File: config.mk
export PLATFORM = sky130hd
export DESIGN_NAME = shm_doorbell_regs
export DESIGN_NICKNAME = d
export VERILOG_FILES = /design/src/rtl/shmdb_pkg.sv /design/src/rtl/shmdb_intr.sv /design/src/rtl/shmdb_bell.sv /design/src/rtl/shm_doorbell_regs.sv
export SDC_FILE = /design/constraint.sdc
export NUM_CORES = 1
export LEC_CHECK = 0
export BUFFER_PORTS_ARGS = -buffer_cell sky130_fd_sc_hd__buf_2
export CAP_MARGIN = 20
export CORE_MARGIN = 4
export CORE_UTILIZATION = 33
export CTS_CLUSTER_SIZE = 10
export DETAILED_ROUTE_END_ITERATION = 7
export PLACE_DENSITY = 0.67
export SLEW_MARGIN = 10
export SYNTH_ARGS = -nofsm -noshare
export SYNTH_HDL_FRONTEND = slang
export SYNTH_SLANG_ARGS = --single-unit
File: constraint.sdc
create_clock -name clk -period 3.19 [get_ports clk]
set_input_delay 0.638 -clock clk [delete_from_list [all_inputs] [get_ports clk]]
set_output_delay 0.638 -clock clk [all_outputs]
set_load 0.01 [all_outputs]
File: src/rtl/shmdb_pkg.sv
package shmdb_pkg;
    parameter int DATA_W = 32;
    parameter int ADDR_W = 8;
    parameter int ID_W   = 16;
    parameter int VEC_W  = 8;
    localparam int CNT_W = VEC_W + 1;

    typedef enum logic [1:0] {
        SLOT_MASK   = 2'd0,
        SLOT_STATUS = 2'd1,
        SLOT_OWNID  = 2'd2,
        SLOT_BELL   = 2'd3
    } slot_e;

    typedef struct packed {
        logic [ID_W-1:0]  dest;
        logic [VEC_W-1:0] vec;
    } bell_t;

    // write decode: byte lanes [1:0] ignored
    function automatic logic wr_hit(logic [ADDR_W-1:0] a, slot_e s);
        return (a[ADDR_W-1:4] == '0) && (a[3:2] == s);
    endfunction

    // read decode: exact word offset only
    function automatic logic rd_hit(logic [ADDR_W-1:0] a, slot_e s);
        return wr_hit(a, s) && (a[1:0] == 2'b00);
    endfunction

    function automatic bell_t split_bell(logic [DATA_W-1:0] w);
        bell_t b;
        b.dest = w[DATA_W-1 -: ID_W];
        b.vec  = w[VEC_W-1:0];
        return b;
    endfunction
endpackage

File: src/rtl/shmdb_intr.sv
module shmdb_intr
    import shmdb_pkg::*;
(
    input  logic              clk,
    input  logic              rst,
    input  logic              mask_we,
    input  logic              status_we,
    input  logic              status_rd,
    input  logic [DATA_W-1:0] wdata,
    input  logic              evt_valid,
    input  logic [DATA_W-1:0] evt_value,
    output logic [DATA_W-1:0] mask_q,
    output logic [DATA_W-1:0] status_q,
    output logic              irq
);
    always_ff @(posedge clk) begin
        if (rst) begin
            mask_q   <= '0;
            status_q <= '0;
        end else begin
            if (mask_we)
                mask_q <= wdata;
            if (evt_valid)
                status_q <= evt_value;
            else if (status_we)
                status_q <= wdata;
            else if (status_rd)
                status_q <= '0;
        end
    end

    assign irq = |(status_q & mask_q);
endmodule

File: src/rtl/shmdb_bell.sv
module shmdb_bell
    import shmdb_pkg::*;
(
    input  logic              clk,
    input  logic              rst,
    input  logic              bell_we,
    input  logic [DATA_W-1:0] wdata,
    output logic [ID_W-1:0]   pt_query_id,
    input  logic [ID_W-1:0]   pt_max_id,
    input  logic [CNT_W-1:0]  pt_vec_count,
    output logic              notify_valid,
    output logic [ID_W-1:0]   notify_dest,
    output logic [VEC_W-1:0]  notify_vec
);
    bell_t req;
    logic  dest_ok, vec_ok, accept;

    assign req         = split_bell(wdata);
    assign pt_query_id = req.dest;
    assign dest_ok     = (req.dest <= pt_max_id);
    assign vec_ok      = ({1'b0, req.vec} < pt_vec_count);
    assign accept      = bell_we && dest_ok && vec_ok;

    always_ff @(posedge clk) begin
        if (rst) begin
            notify_valid <= 1'b0;
            notify_dest  <= '0;
            notify_vec   <= '0;
        end else begin
            notify_valid <= accept;
            if (accept) begin
                notify_dest <= req.dest;
                notify_vec  <= req.vec;
            end
        end
    end
endmodule

File: src/rtl/shm_doorbell_regs.sv
module shm_doorbell_regs
    import shmdb_pkg::*;
(
    input  logic              clk,
    input  logic              rst,
    input  logic              acc_valid,
    input  logic              acc_write,
    input  logic [ADDR_W-1:0] acc_addr,
    input  logic [DATA_W-1:0] acc_wdata,
    output logic              rd_valid,
    output logic [DATA_W-1:0] rd_data,
    input  logic [ID_W-1:0]   node_id,
    input  logic              mem_mapped,
    input  logic              evt_valid,
    input  logic [DATA_W-1:0] evt_value,
    output logic [ID_W-1:0]   pt_query_id,
    input  logic [ID_W-1:0]   pt_max_id,
    input  logic [CNT_W-1:0]  pt_vec_count,
    output logic              irq,
    output logic              notify_valid,
    output logic [ID_W-1:0]   notify_dest,
    output logic [VEC_W-1:0]  notify_vec
);
    logic              wr, rd;
    logic [DATA_W-1:0] mask_q, status_q, rd_mux;

    assign wr = acc_valid && acc_write;
    assign rd = acc_valid && !acc_write;

    shmdb_intr u_intr (
        .clk       (clk),
        .rst       (rst),
        .mask_we   (wr && wr_hit(acc_addr, SLOT_MASK)),
        .status_we (wr && wr_hit(acc_addr, SLOT_STATUS)),
        .status_rd (rd && rd_hit(acc_addr, SLOT_STATUS)),
        .wdata     (acc_wdata),
        .evt_valid (evt_valid),
        .evt_value (evt_value),
        .mask_q    (mask_q),
        .status_q  (status_q),
        .irq       (irq)
    );

    shmdb_bell u_bell (
        .clk          (clk),
        .rst          (rst),
        .bell_we      (wr && wr_hit(acc_addr, SLOT_BELL)),
        .wdata        (acc_wdata),
        .pt_query_id  (pt_query_id),
        .pt_max_id    (pt_max_id),
        .pt_vec_count (pt_vec_count),
        .notify_valid (notify_valid),
        .notify_dest  (notify_dest),
        .notify_vec   (notify_vec)
    );

    always_comb begin
        rd_mux = '0;
        if (rd_hit(acc_addr, SLOT_MASK))
            rd_mux = mask_q;
        else if (rd_hit(acc_addr, SLOT_STATUS))
            rd_mux = status_q;
        else if (rd_hit(acc_addr, SLOT_OWNID))
            rd_mux = mem_mapped ? DATA_W'(node_id) : '1;
    end

    always_ff @(posedge clk) begin
        if (rst) begin
            rd_valid <= 1'b0;
            rd_data  <= '0;
        end else begin
            rd_valid <= rd;
            if (rd)
                rd_data <= rd_mux;
        end
    end
endmodule

Word level (Yosys, flattened, before mapping)
Index checks and enable logic that the tools add are counted.
{"block": "totals", "rom_bits": 0, "regBits": 122, "mem_count": 0, "ram_bits": 0, "latchBits": 0, "wordCells": 41, "out_inout_bits": 75}
{"block": "classes", "multipliers": 0, "n_mux": 7, "shifts": 0, "add_sub_neg": 0, "bitwise_logic": 1, "div": 0, "n_eq_ne": 3, "reduce_logical": 21, "magnitude_cmp": 2}
{"cell": "two-way mux 32 bit", "n": 7}
{"cell": "AND 32 bit", "n": 1}
{"cell": "OR reduction 32 bit", "n": 1}
{"cell": "less-or-equal comparator 16 bit", "n": 1}
{"cell": "logical AND 1 bit", "n": 15}
{"cell": "less-than comparator 8 x 9 -> 1 bit", "n": 1}
{"cell": "== test 2 bit, second input constant", "n": 2}
{"cell": "logical NOT 2 bit", "n": 2}
{"cell": "logical NOT 4 bit", "n": 1}
{"cell": "nonzero test 3 bit", "n": 1}
{"cell": "== test 2 x 1 -> 1 bit, second input constant", "n": 1}
{"cell": "logical NOT 1 bit", "n": 1}

Depth between registers and ports, before layout
{"block": "logic_depth", "ltp_word": 7, "depth_mapped": 10, "depth_no_buf": 8}

By module
From an unflattened synthesis, not the netlist that was laid out.
{"block": "unflattened", "hier_cells": 697, "hier_area_um2": 6362.4}
{"mod": "shmdb_intr", "area_per_inst_um2": 2836.5, "cells_per_inst": 305, "n_inst": 1}
{"mod": "shmdb_bell", "area_per_inst_um2": 1903.1, "cells_per_inst": 210, "n_inst": 1}
{"mod": "shm_doorbell_regs", "area_per_inst_um2": 1622.8, "cells_per_inst": 182, "n_inst": 1}

Worst setup path after synthesis
OpenSTA, ideal clock, no wires.
{"block": "synth_path", "path_kind": "input to register", "start": "input port pt_max_id[15]", "end": "register u_bell.notify_dest[12]", "path_buffers": 2, "setup_time_ns": 0.117, "path_slack_ns": 0.833, "t_arrival_ns": 2.241, "stages": 10, "path_cell_list": "inv_1 ha_1 nand4_2 nor4_2 a21boi_2 o31ai_1 and3b_1 buf_6 buf_6 a22o_1"}
{"block": "synth_via", "elab_chain_len": 3}
{"item": "start: declaration", "line": "shm_doorbell_regs.sv:17", "rtl": "input logic [ID_W-1:0] pt_max_id,"}
{"item": "less-or-equal comparator 16 bit", "line": "shmdb_bell.sv:20", "rtl": "assign dest_ok = (req.dest <= pt_max_id);"}
{"item": "logical AND 1 bit (2 in a row)", "line": "shmdb_bell.sv:22", "rtl": "assign accept = bell_we && dest_ok && vec_ok;"}
{"item": "end signal: assignment", "line": "shmdb_bell.sv:32", "rtl": "notify_dest <= req.dest;"}
{"item": "end: declaration", "line": "shmdb_bell.sv:12", "rtl": "output logic [ID_W-1:0] notify_dest,"}
No other way between the ends.
A chain may end at the register's enable or synchronous reset.

Worst setup path in the final report
{"block": "layout_path", "start": "register u_intr.status_q[7]", "end": "output port irq"}
{"block": "layout_via", "elab_chain_len": 2}
{"item": "start: declaration", "line": "shmdb_intr.sv:13", "rtl": "output logic [DATA_W-1:0] status_q,"}
{"item": "start signal: assignment", "line": "shmdb_intr.sv:24", "rtl": "status_q <= evt_value;"}
{"item": "start signal: assignment", "line": "shmdb_intr.sv:26", "rtl": "status_q <= wdata;"}
{"item": "AND 32 bit", "line": "shmdb_intr.sv:32", "rtl": "assign irq = |(status_q & mask_q);"}
{"item": "OR reduction 32 bit", "line": "shmdb_intr.sv:32"}
{"item": "end: declaration", "line": "shm_doorbell_regs.sv:19", "rtl": "output logic irq,"}
No other way between the ends.

==> results_dict.tcl <==
set metrics [dict create \
    status "complete, but fails checks" \
    violations "design-rule violations" \
    coreArea_sq_um 16600 \
    start_util_pct 33.6 \
    cp_cell_sequence "a22o_1 -> a221oi_1 -> nand3_1 -> or4_1 -> buf_2" \
    cts_sinks 122 \
    areaGrowthSynthToFinish_pct 28.5 \
    synth_top_area_cell "dfxtp_1" \
    powerDensity_nw_per_um2 540 \
    fin_skew_ps 9.86 \
    dieWidth_microns 138 \
    post-synth-top-area-fraction_pct 43.8 \
    synthAdderAreaFrac_pct 5.17 \
    nFillCells 1719 \
    startpoint_type "flop" \
    place_congestion 0.848 \
    cts_setup_buffers 0 \
    end_kind "output port" \
    fin_crit_sh_pct 83.2 \
    critPathTopFamily "simple AND/OR/NAND/NOR gates" \
    cts_resized 0 \
    yosys_warnings 0 \
    cts_buffers 17 \
    synth_cells 665 \
    rows 47 \
    period_needed_ps 2660 \
    grt_max_degree 68 \
    seq_area_frac_synth_pct 43.8 \
    antenna_cells 0 \
    cts_htree_levels 4 \
    synth-edff-count 0 \
    dr.pass1.iters 8 \
    clk_transition_reported_paths_ps 50 \
    routed-via-count 5699 \
    synthFlopType "dfxtp_1" \
    cts_hold_buf 0 \
    synth.area.top_cells "dfxtp_1, a21oi_1, nor2_1, a222oi_1, ha_1" \
    layout.nets 959 \
    yosysMostFrequentCell "dfxtp_1" \
    synthesis.nets 807 \
    synth-simple-area-share_pct 18.5 \
    ir_drop_uv 404 \
    regArea_sq_um 2440 \
    setup_violations 0 \
    synth_top_family_by_area "compound AO/OA/AOI/OAI gates" \
    die_h_microns 138 \
    crit_type "flop to output port" \
    cts_buffer_depth 2 \
    io_pins 194 \
    drv_slew 0 \
    grt_usage_pct 21.1 \
    syn-cell-area_sq_um 5570 \
    synthMuxAreaShare_pct 0 \
    setup_tns_ps 0 \
    fmax_ghz 0.377 \
    synth-xor-area-share_pct 0 \
    hp-class "flop to flop" \
    drive_above_1_share_pct 29.2 \
    ant_nets 0 \
    synth_async_sr_flop_share_pct 0 \
    antenna_found_initial 0 \
    syn_area_per_cell_sq_um 8.38 \
    first_iter_violations 627 \
    multiInputGateArea_sq_um 2690 \
    dieArea_sq_um 19000 \
    tightestPinTransition_ps 974 \
    cap_violations 0 \
    gr-total-overflow 0 \
    path_max_fanout 3 \
    cp.required_ps 2550 \
    leakagePower_nw 3.23 \
    postPlaceCellArea_sq_um 6560 \
    hpwl_microns 14100 \
    hold_viol 0 \
    cp_slowest_cell "or4_1" \
    insertion_delay_ps 410 \
    synth_compound_area_share_pct 24.1 \
    cts_tree "built" \
    io_buffer_count 193 \
    post_drt_via_cell_ratio 5.44 \
    routed_wl_microns 20300 \
    synth_commonest_cells "dfxtp_1, nor2_1, a21oi_1" \
    cts-root-buf "clkbuf_16" \
    finalInstanceArea_sq_um 7160 \
    slowest_delay_ps 500 \
    rsz0062_at_grt "no" \
    wire_per_inst_microns 19.3 \
    maxSlewHeadroom_pct 34.9 \
    first_global_vias 5504 \
    grt_pass1_wl_microns 30600 \
    yosys_register_bits 122 \
    arrival_ps 2020 \
    ys_types 37 \
    drc 3 \
    path_buf_inv 1 \
]
[power breakdown]
part           total (mW)  switching (mW)  internal, mW
logic               0.313           0.186         0.127
clock network        1.98           0.670          1.31
registers            1.58          0.0258          1.55
[state kept, by name (all words and copies together), names as in the netlist]
register and flops:
u_bell.notify_vec 8, u_bell.notify_dest 16, rd_valid 1, u_intr.mask_q 32, rd_data 32, u_bell.notify_valid 1
u_intr.status_q 32
[final cells by class]
cell class	instances	area share, %
flip-flops and latches	122	34.1
clock inverters	10	2.10
clock buffers	20	6.24
well taps	220	3.84
repair buffers	204	14.9
inverters	24	1.26
multi-input cells	448	37.6
[routing by layer]
layer / part of all wire [%] / GRT usage [%]
met5: 0 / 0
met4: 2.0 / 6.37
met3: 9.4 / 5.84
met2: 48 / 34.6
met1: 41 / 27.1
[cell families after synthesis]
group	Yosys count
flip-flops	122
AND/OR/NAND/NOR	234
AO/OA/AOI/OAI	191
buffers and inverters	95
adder cells (fa/ha/maj)	23
[path summary, 6_finish.rpt]
path                                          to  cells after the start  slack [ps]                                start
min          u_bell.notify_dest[14]$_SDFFE_PP0P_                      1         470  u_bell.notify_dest[14]$_SDFFE_PP0P_
min reg2reg  u_bell.notify_dest[14]$_SDFFE_PP0P_                      1         470  u_bell.notify_dest[14]$_SDFFE_PP0P_
max                                          irq                      5         530      u_intr.status_q[7]$_SDFFE_PP0P_
max reg2reg              rd_data[9]$_SDFFE_PP0P_                      4        2070      u_intr.status_q[9]$_SDFFE_PP0P_
[placed cells by master, fill, tap and decap left out, types with 3 or more instances in the layout]
master and count:
nor2_1 100, ha_1 23, o21ai_0 3, inv_1 24, a22oi_1 12, buf_4 11, a221oi_1 18, nand4_1 5
and4b_1 3, a21oi_1 91, nand2_1 75, nand3_1 4, a222oi_1 32, dfxtp_1 122, a22o_1 26, clkinv_2 6
buf_2 192, nor3_1 33, clkbuf_16 17, bufinv_16 4
[metrics by stage]
stage / utilization [%] / hold WS, ps / power, mW / instances / worst slack [ps]
6_report: 43.2 / 470 / 3.87 / 1048 / 534
5_1_grt: 43.2 / 481 / 4.00 / 1048 / 410
4_1_cts: 43.1 / 460 / 3.89 / 1048 / 478
3_5_place_dp: 39.5 / 459 / 1.92 / 1018 / 115
3_3_place_gp: 39.5 / 457 / 1.91 / 1018 / 157
2_1_floorplan: - / 449 / 1.76 / 665 / 833
Note: power is estimated with default switching activity, not from simulation.
